===== src/rtl/ctl_line_irq.sv =====
module ctl_line_irq #(
  parameter int SYNC_STAGES = 2
) (
  input  logic       clk,
  input  logic       rst_n,
  input  logic [1:0] c1_cfg,
  input  logic [2:0] c2_cfg,
  input  logic       c1_in,
  input  logic       c2_in,
  input  logic       data_rd,
  output logic       flag_c1,
  output logic       flag_c2,
  output logic       irq_n,
  output logic       irq_pull
);
  localparam int NLINES = 2;

  logic [NLINES-1:0] pin, rising_sel, armed, irq_en;
  logic [NLINES-1:0] prev_q, edge_hit, flag_q;
  logic [SYNC_STAGES-1:0] sync_q [NLINES];

  assign pin        = {c2_in, c1_in};
  assign rising_sel = {c2_cfg[1], c1_cfg[1]};
  assign armed      = {~c2_cfg[2], 1'b1};
  assign irq_en     = {c2_cfg[0] & ~c2_cfg[2], c1_cfg[0]};

  for (genvar i = 0; i < NLINES; i++) begin : g_line
    logic synced;
    assign synced = sync_q[i][SYNC_STAGES-1];

    always_ff @(posedge clk or negedge rst_n) begin
      if (!rst_n) begin
        sync_q[i] <= '0;
        prev_q[i] <= 1'b0;
      end else begin
        sync_q[i] <= {sync_q[i][SYNC_STAGES-2:0], pin[i]};
        prev_q[i] <= synced;
      end
    end

    assign edge_hit[i] = armed[i] &
      (rising_sel[i] ? (synced & ~prev_q[i]) : (~synced & prev_q[i]));

    always_ff @(posedge clk or negedge rst_n) begin
      if (!rst_n)           flag_q[i] <= 1'b0;
      else if (edge_hit[i]) flag_q[i] <= 1'b1;
      else if (data_rd)     flag_q[i] <= 1'b0;
    end

    p_flag_needs_edge_r2: assert property (@(posedge clk) disable iff (!rst_n)
      $rose(flag_q[i]) |-> $past(edge_hit[i]));
    p_sticky_r6: assert property (@(posedge clk) disable iff (!rst_n)
      flag_q[i] && !data_rd |=> flag_q[i]);
    p_read_clears_r6: assert property (@(posedge clk) disable iff (!rst_n)
      data_rd && !edge_hit[i] |=> !flag_q[i]);
    p_edge_beats_read_r7: assert property (@(posedge clk) disable iff (!rst_n)
      edge_hit[i] && data_rd |=> flag_q[i]);
  end

  assign flag_c1  = flag_q[0];
  assign flag_c2  = flag_q[1];
  assign irq_pull = |(flag_q & irq_en);
  assign irq_n    = ~irq_pull;

  p_out_mode_ignored_r8: assert property (@(posedge clk) disable iff (!rst_n)
    $rose(flag_q[1]) |-> !$past(c2_cfg[2]));
  p_irq_gated_r4: assert property (@(posedge clk) disable iff (!rst_n)
    !c1_cfg[0] && (!c2_cfg[0] || c2_cfg[2]) |-> irq_n);
  p_irq_c1_r4: assert property (@(posedge clk) disable iff (!rst_n)
    flag_c1 && c1_cfg[0] |-> !irq_n);
  p_pull_matches_r9: assert property (@(posedge clk) disable iff (!rst_n)
    irq_pull != irq_n);
endmodule


===== config.mk =====
export PLATFORM = sky130hd
export DESIGN_NAME = ctl_line_irq
export DESIGN_NICKNAME = d
export VERILOG_FILES = /design/src/rtl/ctl_line_irq.sv
export SDC_FILE = /design/constraint.sdc
export NUM_CORES = 1
export LEC_CHECK = 0
export BUFFER_PORTS_ARGS = -buffer_cell sky130_fd_sc_hd__buf_2
export CORE_AREA = 2 2 39 41
export DETAILED_ROUTE_END_ITERATION = 12
export DIE_AREA = 0 0 41 43
export PLACE_DENSITY = 0.43
export SLEW_MARGIN = 10
export SYNTH_ARGS = -nofsm -noshare
export SYNTH_HDL_FRONTEND = slang
export SYNTH_SLANG_ARGS = --single-unit

===== constraint.sdc =====
create_clock -name clk -period 1.28 [get_ports clk]
set_clock_uncertainty 0.2 [all_clocks]
set_input_delay 0.192 -clock clk [delete_from_list [all_inputs] [get_ports clk]]
set_output_delay 0.192 -clock clk [all_outputs]
set_load 0.01 [all_outputs]

; ---- After elaboration in Yosys (flattened, before gate mapping)
; Index checks and enable logic that the tools add are counted.
[word_totals]
input_bits = 10
ff_bits = 8
word_cells = 27
[op_classes]
reduce_logical = 3
bitwise = 13
muxes = 5
[op_table]
columns = op, n
row1 = AND 1 bit, 6
row2 = NOT 1 bit, 6
row3 = 2-to-1 mux 1 bit, 5
row4 = nonzero test 2 bit, 2
row5 = AND 2 bit, 1
row6 = OR reduction 2 bit, 1

; ---- Depth between registers and ports, before layout
[depth]
word_depth = 5
depth_mapped = 2

; ---- Least setup slack after synthesis
; OpenSTA, ideal clock, no wires.
[synth_path]
path_kind = reg-to-output
startpoint = reg flag_q[1] (netlist: flag_c2)
endpoint = out irq_pull
arrival_time_ps = 744
path_slack_ps = 144
path_stages_with_launch = 3
path_cell_list = dfrtp_1 > nand2_1 > o21ai_0
[synth_via]
elab_chain_cells = 2
[synth_rtl]
columns = item, line_no
row1 = start: declaration, 19  ; logic [NLINES-1:0] prev_q, edge_hit, flag_q;
row2 = start signal: indexed assignment, 45  ; if (!rst_n) flag_q[i] <= 1'b0;
row3 = start signal: indexed assignment, 46  ; else if (edge_hit[i]) flag_q[i] <= 1'b1;
row4 = start signal: indexed assignment, 47  ; else if (data_rd) flag_q[i] <= 1'b0;
row5 = AND 2 bit, 62  ; assign irq_pull = |(flag_q & irq_en);
row6 = OR reduction 2 bit, 62
row7 = end: declaration, 14  ; output logic irq_pull
; No other way between the ends.

; ---- Worst setup path after layout
[layout_path]
startpoint = reg flag_q[1] (netlist: flag_c2)
endpoint = out irq_n
[layout_via]
elab_chain_cells = 3
[layout_rtl]
columns = item, line_no
row1 = AND 2 bit, 62
row2 = OR reduction 2 bit, 62
row3 = NOT 1 bit, 63  ; assign irq_n = ~irq_pull;
row4 = end: declaration, 13  ; output logic irq_n,
; No other way between the ends.

==> flow_metrics.py <==
metrics = {
    "clock_network": {
        "cts.path.max_buffers": 2,
        "cts_tree": "built",
        "clkSinkCount": 8,
        "clockRootBuffer": "clkbuf_4",
        "cts_buffers": 3,
        "worstSkewPairLatency_ps": 250,
        "h-tree-depth": 1,
        "cts.clk_slew.worst_paths_ps": 50,
    },
    "sta": {
        "setup_viol": 2,
        "grt_setup_unrepaired": "yes",
        "max_slew_margin": 0.841,
        "period_minus_slack_ps": 1360,
        "finalCritPeriodShare": 1.06,
        "tns_ps": -128,
        "finalHoldViolations": 0,
        "whs_ps": 54.0,
        "max_freq_mhz": 736,
        "slew_violations": 0,
        "setup_ws_ps": -79.2,
        "tightest_slew_ps": 235,
    },
    "drt": {
        "dr.pass1.iters": 2,
        "drt_iter0_markers": 1,
        "wl_per_cell_um": 9.70,
        "dr_total_vias": 230,
        "vias_per_cell": 4.11,
        "drtAntennaViolNets": 0,
        "drt_wl_total_um": 543,
        "drc": 0,
    },
    "setup_path": {
        "cp_max_fo": 2,
        "worstPathArrival_ps": 970,
        "critPathLaunchType": "flip-flop",
        "r2r_cells": 2,
        "worstPathRequired_ps": 890,
        "crit_path_start": "flag_c2",
        "end_kind": "primary output",
        "ff2ff_setup_slack_ps": 160,
        "crit_type": "reg2out",
        "slowest_stage": "dfrtp_1",
        "cp_top_family": "flip-flops",
        "slowest_delay_ps": 350,
        "crit_end": "irq_n",
        "r2r-end": "flag_c1",
        "worstReg2RegStart": "flag_c1",
        "critical_path_buf_inv_count": 1,
        "crit_cells": 3,
        "path_cells": "nand2_1 > o21a_1 > buf_2",
    },
    "floorplanning": {
        "initial_core_util": 0.198,
        "die_h_um": 43,
        "die-area_mm2": 0.00176,
        "design.core.area_mm2": 0.00138,
        "io_pins": 14,
        "rows": 14,
        "die_w_um": 41,
    },
    "synthesis": {
        "ys_seq_area_frac": 0.731,
        "async_flop_share": 1.00,
        "syn-cell-area_um2": 274,
        "synth_seq_cells": 8,
        "ys_types": 11,
        "syn-num-nets": 29,
        "avgSynthCellArea_um2": 14.4,
        "synth_common_cells": "dfrtp_1, nand2_1",
        "yosysWarnings": 0,
        "synth_top_flop_cell": "dfrtp_1",
        "synth-edff-count": 0,
        "netlist.area_leader.share": 0.731,
        "synth.largest_area_cell": "dfrtp_1",
        "syn_inst": 19,
        "yosysMostFrequentCell": "dfrtp_1",
        "synthTopCellsByArea": "dfrtp_1, a221o_1, nor4bb_1",
    },
    "outcome": {
        "violations": "negative setup slack",
        "outcome": "complete, but fails checks",
    },
    "finish": {
        "utilization": 0.317,
        "syn2layout_area_growth_pct": 60.3,
        "layout-drive-gt1-share": 0.450,
        "final_area_um2": 439,
        "diodes": 0,
        "num-nets-final": 52,
        "fillers": 152,
        "final_cells": 56,
    },
    "placed_design": {
        "dp_slack_ps": 151,
        "gp_congestion": 0.525,
        "post-place-cells": 48,
        "portBuffers": 13,
        "placed_area_um2": 359,
    },
    "run": {
        "cap_violations": 0,
    },
    "pwr": {
        "ir_drop_uv": 439,
        "p_total_mw": 0.547,
        "powerDensity_mw_per_mm2": 1240,
        "p_leak_nw": 0.224,
    },
    "min_path": {
        "min_path_type": "in2reg",
    },
    "global_route": {
        "antenna_found_initial": 0,
        "grt_pass1_wl_um": 897,
        "overflow": 0,
        "grt_pass1_vias": 239,
        "grt_max_degree": 9,
        "track_usage": 0.0800,
    },
}
## cells in the final DEF (no fill, tap or decap), drive strengths merged
master / count
o21ai: 1
clkbuf: 3
a221o: 1
nand2: 2
a211o: 1
and3b: 1
buf: 15
inv: 1
nor4b: 1
o21a: 1
nor4bb: 1
nor2: 1
dfrtp: 8
dlygate4sd3: 3
## how the worst min path moves through the flow
stage             from         to  slack, ps  depth (start not counted)
2_1_floorplan    rst_n    flag_c1       -300                          0
3_3_place_gp     rst_n  sync_q[0]       -160                          1
3_5_place_dp     rst_n  sync_q[0]       -150                          1
4_1_cts        data_rd    flag_c2         50                          3
5_1_grt        data_rd    flag_c1         80                          3
6_report       data_rd    flag_c2         50                          3
## kinds of logic after synthesis
family	count (synthesis)	share of synthesized area
simple gates	6	0.142
flops	8	0.731
buf+inv	1	0.0137
compound gates	4	0.114
## power breakdown
part	internal, mW	total, mW	leakage, nW	switching [mW]
clock	0.107	0.186	0.0138	0.0795
combinational	0.0505	0.0835	0.115	0.0329
sequential	0.269	0.277	0.0952	0.00755
total	0.427	0.547	0.224	0.120
## metal layers
metal | global-route usage | wire length [µm] | vias up
met2 | 0.109 | 249 | 13
met3 | 0.0366 | 65 | 2
li1 | - | - | 113
met5 | 0 | 0 | -
met1 | 0.0825 | 221 | 102
met4 | 0.0800 | 6 | 0
## state kept, by name (all words and copies together) (netlist names)
register / flops
flag_c1: 1
flag_c2: 1
g_line.synced: 2
prev_q: 2
sync_q: 2
## layout make-up
cell class / count / area [µm²] / share of cell area
Tap cell: 16 / 20.0 / 0.0456
Clock buffer: 3 / 22.5 / 0.0513
Inverter: 1 / 3.75 / 0.00855
Timing Repair Buffer: 18 / 123 / 0.279
Sequential cell: 8 / 200 / 0.456
Multi-Input combinational cell: 10 / 70.1 / 0.160
## what timing repair did
action                     CTS  global route
pin swaps                    1             1
buffers inserted             2             0
setup endpoints to repair    2             4
resized for setup            3             0
hold buffers                 3             0
hold endpoints to repair    10             0
## tightest hold or removal path: cells and delay by family
| kind | cells | cell delay, ps |
|---|---|---|
| AOI/OAI and AO/OA | 1 | 120 |
| buffers and inverters | 2 | 150 |
(Power assumes the default switching activity.)
